--- src/rtl/cfgreg_pkg.sv ---
package cfgreg_pkg;
   localparam int unsigned DATA_W = 32;
   localparam int unsigned NREG   = 7;
   typedef logic [DATA_W-1:0] word_t;

   // slot indices
   localparam int unsigned IX_REMAP = 0;
   localparam int unsigned IX_SYS1  = 1;
   localparam int unsigned IX_STAT  = 2;
   localparam int unsigned IX_SYS2  = 3;
   localparam int unsigned IX_WPA   = 4;
   localparam int unsigned IX_KEY   = 5;
   localparam int unsigned IX_WPB   = 6;

   localparam word_t OFS_TAB [NREG] = '{32'h00, 32'h04, 32'h18, 32'h1C,
                                        32'h20, 32'h24, 32'h28};
   localparam word_t RW_TAB  [NREG] = '{32'h0000_0107, 32'hFCFF_0100, 32'h0000_0001,
                                        32'h0000_0000, 32'h0000_0000, 32'h0000_00FF,
                                        32'h0000_0000};
   localparam word_t SO_TAB  [NREG] = '{32'h0, 32'h0, 32'h0, 32'h0000_000F,
                                        32'hFFFF_FFFF, 32'h0, 32'hFFFF_FFFF};
   localparam word_t CO_TAB  [NREG] = '{32'h0, 32'h0000_0001, 32'h0, 32'h0,
                                        32'h0, 32'h0, 32'h0};
   localparam word_t W1C_TAB [NREG] = '{32'h0, 32'h0, 32'h0, 32'h0000_0100,
                                        32'h0, 32'h0, 32'h0};
   localparam word_t RST_TAB [NREG] = '{32'h0, 32'h7C00_0001, 32'h0, 32'h0,
                                        32'h0, 32'h0, 32'h0};
endpackage

--- src/rtl/cfgreg_decode.sv ---
module cfgreg_decode
   import cfgreg_pkg::*;
#(
   parameter int unsigned ADDR_W = 8
) (
   input  logic [ADDR_W-1:0] addr,
   output logic [NREG-1:0]   sel,
   output logic              hit
);
   if (ADDR_W < 6 || ADDR_W > 32) begin : g_bad_aw
      $error("cfgreg_decode: ADDR_W must lie in 6..32");
   end

   for (genvar i = 0; i < NREG; i++) begin : g_cmp
      localparam word_t OFS = OFS_TAB[i];
      assign sel[i] = (addr == OFS[ADDR_W-1:0]);
   end

   assign hit = |sel;
endmodule

--- src/rtl/cfgreg_cell.sv ---
module cfgreg_cell #(
   parameter int unsigned W     = 32,
   parameter logic [W-1:0] RW_M  = '0,
   parameter logic [W-1:0] SO_M  = '0,
   parameter logic [W-1:0] CO_M  = '0,
   parameter logic [W-1:0] W1C_M = '0,
   parameter logic [W-1:0] RST_V = '0
) (
   input  logic         clk,
   input  logic         rst_n,
   input  logic         wr_en,
   input  logic [W-1:0] wdata,
   input  logic [W-1:0] hw_set,
   output logic [W-1:0] q
);
   localparam logic [W-1:0] STORE_M = RW_M | SO_M | CO_M | W1C_M;

   if (((RW_M & SO_M) | (RW_M & CO_M) | (RW_M & W1C_M) |
        (SO_M & CO_M) | (SO_M & W1C_M) | (CO_M & W1C_M)) != '0) begin : g_bad_ovl
      $error("cfgreg_cell: access masks overlap");
   end
   if ((RST_V & ~STORE_M) != '0) begin : g_bad_rst
      $error("cfgreg_cell: reset value sets an unstored bit");
   end

   logic [W-1:0] wset, nxt;
   assign wset = wr_en ? wdata : '0;

   always_comb begin
      nxt = ((wr_en ? wdata : q) & RW_M)
          | ((q | wset) & SO_M)
          | (q & (wr_en ? wdata : '1) & CO_M)
          | (((q & ~wset) | hw_set) & W1C_M);
   end

   always_ff @(posedge clk) begin
      if (!rst_n) q <= RST_V;
      else        q <= nxt;
   end

   if (SO_M != '0) begin : g_so_chk
      AST_SETONLY_KEEP: assert property (@(posedge clk) disable iff (!rst_n)
         1'b1 |=> ((~q & $past(q) & SO_M) == '0));
   end
   if (CO_M != '0) begin : g_co_chk
      AST_CLRONLY_KEEP: assert property (@(posedge clk) disable iff (!rst_n)
         1'b1 |=> ((q & ~$past(q) & CO_M) == '0));
   end
   if (W1C_M != '0) begin : g_w1c_chk
      AST_FLAG_HW_WINS: assert property (@(posedge clk) disable iff (!rst_n)
         ((hw_set & W1C_M) != '0) |=> ((q & $past(hw_set) & W1C_M) == ($past(hw_set) & W1C_M)));
      AST_FLAG_NO_WSET: assert property (@(posedge clk) disable iff (!rst_n)
         ((hw_set & W1C_M) == '0) |=> ((q & ~$past(q) & W1C_M) == '0));
   end
endmodule

--- src/rtl/cfgreg_bank.sv ---
module cfgreg_bank
   import cfgreg_pkg::*;
#(
   parameter int unsigned ADDR_W = 8
) (
   input  logic              clk,
   input  logic              rst_n,
   input  logic [ADDR_W-1:0] bus_addr,
   input  logic              bus_wr,
   input  logic              bus_rd,
   input  logic [31:0]       bus_wdata,
   output logic [31:0]       bus_rdata,
   input  logic              err_evt,
   output logic [31:0]       cfg_remap,
   output logic [31:0]       cfg_sys1,
   output logic [31:0]       cfg_stat,
   output logic [31:0]       cfg_sys2,
   output logic [31:0]       cfg_wprot_a,
   output logic [31:0]       cfg_key,
   output logic [31:0]       cfg_wprot_b
);
   logic [NREG-1:0] sel;
   logic            hit;
   word_t           regq [NREG];
   word_t           rd_mux;

   cfgreg_decode #(.ADDR_W(ADDR_W)) u_dec (
      .addr (bus_addr),
      .sel  (sel),
      .hit  (hit)
   );

   for (genvar i = 0; i < NREG; i++) begin : g_reg
      word_t hw_i;
      assign hw_i = err_evt ? W1C_TAB[i] : '0;
      cfgreg_cell #(
         .W     (DATA_W),
         .RW_M  (RW_TAB[i]),
         .SO_M  (SO_TAB[i]),
         .CO_M  (CO_TAB[i]),
         .W1C_M (W1C_TAB[i]),
         .RST_V (RST_TAB[i])
      ) u_cell (
         .clk    (clk),
         .rst_n  (rst_n),
         .wr_en  (bus_wr & sel[i]),
         .wdata  (bus_wdata),
         .hw_set (hw_i),
         .q      (regq[i])
      );
   end

   always_comb begin
      rd_mux = '0;
      for (int k = 0; k < NREG; k++) begin
         if (sel[k]) rd_mux = rd_mux | regq[k];
      end
   end

   always_ff @(posedge clk) begin
      if (!rst_n) bus_rdata <= '0;
      else        bus_rdata <= bus_rd ? rd_mux : '0;
   end

   assign cfg_remap   = regq[IX_REMAP];
   assign cfg_sys1    = regq[IX_SYS1];
   assign cfg_stat    = regq[IX_STAT];
   assign cfg_sys2    = regq[IX_SYS2];
   assign cfg_wprot_a = regq[IX_WPA];
   assign cfg_key     = regq[IX_KEY];
   assign cfg_wprot_b = regq[IX_WPB];

   AST_RD_MISS_ZERO: assert property (@(posedge clk) disable iff (!rst_n)
      (bus_rd && !hit) |=> (bus_rdata == '0));
   AST_RD_IDLE_ZERO: assert property (@(posedge clk) disable iff (!rst_n)
      !bus_rd |=> (bus_rdata == '0));
   AST_REMAP_RSV: assert property (@(posedge clk) disable iff (!rst_n)
      (bus_rd && sel[IX_REMAP]) |=> ((bus_rdata & ~32'h0000_0107) == '0));
   AST_WPROT_KEEP: assert property (@(posedge clk) disable iff (!rst_n)
      1'b1 |=> ((~cfg_wprot_b & $past(cfg_wprot_b)) == '0));
endmodule

--- config.mk ---
export PLATFORM = sky130hd
export DESIGN_NAME = cfgreg_bank
export DESIGN_NICKNAME = d
export VERILOG_FILES = /design/src/rtl/cfgreg_pkg.sv /design/src/rtl/cfgreg_decode.sv /design/src/rtl/cfgreg_cell.sv /design/src/rtl/cfgreg_bank.sv
export SDC_FILE = /design/constraint.sdc
export NUM_CORES = 1
export LEC_CHECK = 0
export ABC_AREA = 1
export BUFFER_PORTS_ARGS = -buffer_cell sky130_fd_sc_hd__buf_2
export CAP_MARGIN = 30
export CORE_ASPECT_RATIO = 1.25
export CORE_UTILIZATION = 54
export CTS_CLUSTER_DIAMETER = 60
export DETAILED_ROUTE_END_ITERATION = 8
export PLACE_DENSITY_LB_ADDON = 0.25
export SYNTH_ARGS = -nofsm -noshare
export SYNTH_HDL_FRONTEND = slang
export SYNTH_HIERARCHICAL = 1
export SYNTH_SLANG_ARGS = --single-unit
export TNS_END_PERCENT = 10
--- constraint.sdc ---
create_clock -name clk -period 3.5 [get_ports clk]
set_input_delay 0.7 -clock clk [delete_from_list [all_inputs] [get_ports clk]]
set_output_delay 0.7 -clock clk [all_outputs]
set_load 0.01 [all_outputs]
Word-level counts from Yosys, hierarchy flattened
Index checks and enable logic that the tools add are counted.
{"block": "word_totals", "latchBits": 0, "register_bits": 233, "rom_bits": 0, "wordCells": 54, "output_inout_bits": 256, "inputBits": 45, "n_memories": 0, "ram_bits": 0}
{"block": "op_classes", "n_mux": 13, "n_lt_le_gt_ge": 0, "bitwise_logic": 22, "reduce_logical": 2, "div": 0, "shift": 0, "add_sub_neg": 0, "n_eq_ne": 6, "mul": 0}
{"operator": "$mux W32", "n": 10}
{"operator": "$or A32 B32 Y32", "n": 7}
{"operator": "$or A32 B1 Y32", "n": 1}
{"operator": "$or A32 B9 Y32", "n": 1}
{"operator": "$eq A8 B6 Y1 const B", "n": 3}
{"operator": "$mux W9", "n": 2}
{"operator": "$eq A8 B5 Y1 const B", "n": 2}
{"operator": "$and A9 B9 Y9", "n": 1}
{"operator": "$not A9 Y9", "n": 1}
{"operator": "$or A4 B9 Y9", "n": 1}
{"operator": "$or A9 B9 Y9", "n": 1}
{"operator": "$and A1 B1 Y1", "n": 8}
{"operator": "$eq A8 B3 Y1 const B", "n": 1}
{"operator": "$logic_not A8 Y1", "n": 1}
{"operator": "$or A4 B4 Y4", "n": 1}
{"operator": "$reduce_and A2 Y1", "n": 1}
{"operator": "$mux W1", "n": 1}

Longest topological paths before layout
{"block": "depth", "word_depth": 14, "ltp_mapped": 14, "mapped_depth_nobuf": 10}

By module
The synthesis kept the hierarchy.
{"mod": "cfgreg_bank", "area_each_um2": 2797.7, "cells_per_inst": 527, "seq_area_each_um2": 640.6, "instances": 1}
{"mod": "cfgreg_cell (g_reg[4].u_cell ...)", "area_each_um2": 1206.2, "cells_per_inst": 135, "seq_area_each_um2": 640.6, "instances": 2}
{"mod": "cfgreg_cell (g_reg[1].u_cell)", "area_each_um2": 773.2, "cells_per_inst": 108, "seq_area_each_um2": 320.3, "instances": 1}
{"mod": "cfgreg_cell (g_reg[5].u_cell)", "area_each_um2": 540.5, "cells_per_inst": 76, "seq_area_each_um2": 160.2, "instances": 1}
{"mod": "cfgreg_cell (g_reg[0].u_cell)", "area_each_um2": 380.4, "cells_per_inst": 54, "seq_area_each_um2": 80.1, "instances": 1}
{"mod": "cfgreg_cell (g_reg[3].u_cell)", "area_each_um2": 365.4, "cells_per_inst": 46, "seq_area_each_um2": 100.1, "instances": 1}
{"mod": "cfgreg_cell (g_reg[2].u_cell)", "area_each_um2": 277.8, "cells_per_inst": 38, "seq_area_each_um2": 20.0, "instances": 1}
{"mod": "cfgreg_decode", "area_each_um2": 193.9, "cells_per_inst": 34, "seq_area_each_um2": 0.0, "instances": 1}

Least setup slack after synthesis
Ideal clock, no wire load.
{"block": "synth_timing", "kind": "input port to flip-flop", "from": "input port bus_addr[1]", "to": "register g_reg[1].u_cell.q[21]", "path_buffers": 4, "t_required_ps": 3386, "path_stages": 12, "t_arrival_ps": 1778, "setup_slack_ps": 1608, "path_cell_list": "nor2_4 > nand2_2 > nor2_4 > buf_4 > buf_6 > nand2_1 > inv_1 > buf_6 > buf_6 > nand2_1 > nand2_1 > nor2_2"}
{"block": "synth_via", "elab_chain_len": 4}
{"item": "start: declaration", "line_no": "cfgreg_bank.sv:8", "rtl": "input logic [ADDR_W-1:0] bus_addr,"}
{"item": "$eq A8 B3 Y1", "line_no": "cfgreg_decode.sv:16", "rtl": "assign sel[i] = (addr == OFS[ADDR_W-1:0]);"}
{"item": "via sel[1]", "line_no": "cfgreg_bank.sv:22", "rtl": "logic [NREG-1:0] sel;"}
{"item": "$and A1 B1 Y1", "line_no": "cfgreg_bank.sv:46", "rtl": ".wr_en (bus_wr & sel[i]),"}
{"item": "$mux W32", "line_no": "cfgreg_cell.sv:30", "rtl": "nxt = ((wr_en ? wdata : q) & RW_M)"}
{"item": "$or A32 B1 Y32", "line_no": "cfgreg_cell.sv:32", "rtl": "| (q & (wr_en ? wdata : '1) & CO_M)"}
{"item": "end signal: assignment", "line_no": "cfgreg_cell.sv:38", "rtl": "else q <= nxt;"}
{"item": "end: declaration", "line_no": "cfgreg_cell.sv:14", "rtl": "output logic [W-1:0] q"}
The timed path passes the listed nets, and every way through them passes these cells.
A chain may end at the register's enable or synchronous reset.

Worst setup path in the final report
{"block": "layout_timing", "from": "input port bus_addr[1]", "to": "register g_reg[1].u_cell.q[27]"}
The elaborated chain is that of the path after synthesis.

==> metrics.md <==
| Metric | Value |
|---|---|
| Area of the mapped netlist | 7710 µm² |
| Total of max-cap violations | 0 |
| Wire per inst | 13.8 µm |
| Post-CTS Hold Buffers | 0 |
| Post-CTS Setup Bufs | 0 |
| Layout cells sized above 1 | 0.252 |
| Die ar. | 14800 µm² |
| Dpl ws | 1.09 ns |
| Worst vdd ir | 0.000287 V |
| Vias | 6709 |
| Total grt overflow | 0 |
| Post-synthesis instance total | 1147 |
| Largest net degree at the start of global routing | 33 |
| Worst-Margin Slew | 1.00 ns |
| I/O Pins | 301 |
| Syn Area/Cell | 6.72 µm² |
| Worst hold start | g_reg[6].u_cell/q[31] |
| Antenna Cells | 0 |
| Initial Util | 0.555 |
| Vias per cell | 4.52 |
| Root buffer cell | clkbuf_16 |
| Core area | 13900 µm² |
| Clk_lat worst skew | 0.41 ns |
| Fmax | 503 MHz |
| Fin crit share | 0.568 |
| Vias in the first global route | 6113 |
| Synthesis Warnings | 6 |
| Crit. End Element | flop |
| RSZ-0062 raised after global routing | no |
| Crit-path max FO | 22 |
| Cts repair resizes | 0 |
| Num CTS Buffers | 17 |
| WP data arrival | 2.26 ns |
| Die Height | 136 µm |
| Synthesis-to-layout area growth | 10.8% |
| WP data required | 3.78 ns |
| Sink Count | 130 |
| CTS max path bufs | 2 |
| Htree depth | 4 |
| Slowest-stage cell, CP | inv_1 |
| Final Max Slew Viols | 0 |
| Hpwl dp | 14500 µm |
| Cell area power density | 421 nW/µm² |
| Min cycle time layout | 1.99 ns |
| Clock slew at reported path FFs | 0.05 ns |
| Worst min path class | flop to flop |
| CTS tree | done |
| GRT Util Overall | 0.279 |
| Row cnt | 48 |
| First-pass GRT wire length | 31400 µm |
| WS Path Type | input port to flop |
| LEAKAGE | 4.51 nW |
| Headroom to the max-slew limit | 0.333 |
| Final GP Congestion | 0.828 |
| Crit start category | input port |
| Drt first pass iters | 5 |
| IO buf count | 174 |
| Crit path largest cell delay | 0.61 ns |
| Die W | 109 µm |
| DRC violations left | 0 |
| Final wirelength | 20400 µm |
| Detail Route Antenna Nets | 0 |
| Final Setup Violations | 0 |
| Reg2reg start | g_reg[1].u_cell/q[21] |
| Nets | 1340 |
| Status | finished clean |
| Crit path launch | bus_addr[1] |
| Worst-path cell chain | buf_2 -> nor2_4 -> nand2_2 -> nor2_4 -> nand2_1 -> inv_1 -> inv_1 -> nand2_1 -> nand3_1 |
| Hold Vio Cnt, Final | 0 |
| Setup TNS | 0 ns |
| Setup WS post-layout | 1.51 ns |
| Initial DRC Count | 345 |
| Initial antenna violation count | 0 |
| Clock Skews | 0.00895 ns |
-- layer usage --
metal | share of wire | track usage | vias up
met5 | 0 | 0 | -
li1 | - | - | 3441
met4 | 0.017 | 0.0886 | 0
met2 | 0.50 | 0.492 | 235
met1 | 0.42 | 0.336 | 3006
met3 | 0.066 | 0.0568 | 27
-- where the power goes --
part | switching [mW] | internal (mW) | total, mW | leakage (nW)
sequential | 0.00220 | 1.48 | 1.49 | 1.05
clock | 0.672 | 1.23 | 1.90 | 0.305
combinational | 0.173 | 0.0360 | 0.209 | 3.16
-- through the flow --
step	power [mW]	cells	area, µm²	hold slack, ns	util
global route	3.71	1483	8540	0.489	0.615
floorplan	1.76	1268	8160	0.481	-
finish	3.59	1483	8540	0.466	0.615
CTS	3.60	1483	8540	0.470	0.615
global placement	1.71	1451	7900	0.449	0.569
detailed placement	1.72	1451	7900	0.461	0.569
-- worst max-delay path, delay by kind of cell --
family	cells	cell delay, ns
buffers and inverters	3	0.96
and+or+nand+nor	6	0.57
-- area by class of cell --
type                            count  area, µm²
Fill cell                        1377       5340
Multi-Input combinational cell    822       3600
Sequential cell                   130       2600
Timing Repair Buffer              186        961
Inverter                          138        518
Clock buffer                       19        453
Tap cell                          175        219
Clock inverter                     13        184
-- layout by cell type (no fill, tap or decap) --
| master | instances |
|---|---|
| clkinvlp_4 | 3 |
| clkinv_4 | 3 |
| nor2_1 | 117 |
| bufinv_16 | 4 |
| buf_2 | 174 |
| clkinv_2 | 3 |
| nand3_1 | 5 |
| a21oi_2 | 61 |
| clkbuf_16 | 17 |
| dfxtp_1 | 130 |
| inv_2 | 8 |
| nand2_1 | 430 |
| nor2_4 | 8 |
| buf_4 | 12 |
| nor2_2 | 3 |
| clkbuf_8 | 2 |
| conb_1 | 126 |
| nand3_2 | 1 |
| a21oi_1 | 40 |
| inv_1 | 130 |
| nand2_2 | 31 |
-- flip-flops by register name, summed over array words and instances, names as in the netlist --
register    count
bus_rdata      32
g.u_cell/q     98
-- path summary, 6_finish.rpt --
path	to	slack (ns)	cells after the start
max reg2reg	bus_rdata[21]	2.68	4
min	g_reg[6].u_cell/q[31]	0.47	2
min reg2reg	g_reg[6].u_cell/q[31]	0.47	2
max	g_reg[1].u_cell/q[27]	1.51	9
No activity file was read; power rests on OpenSTA's default activity.
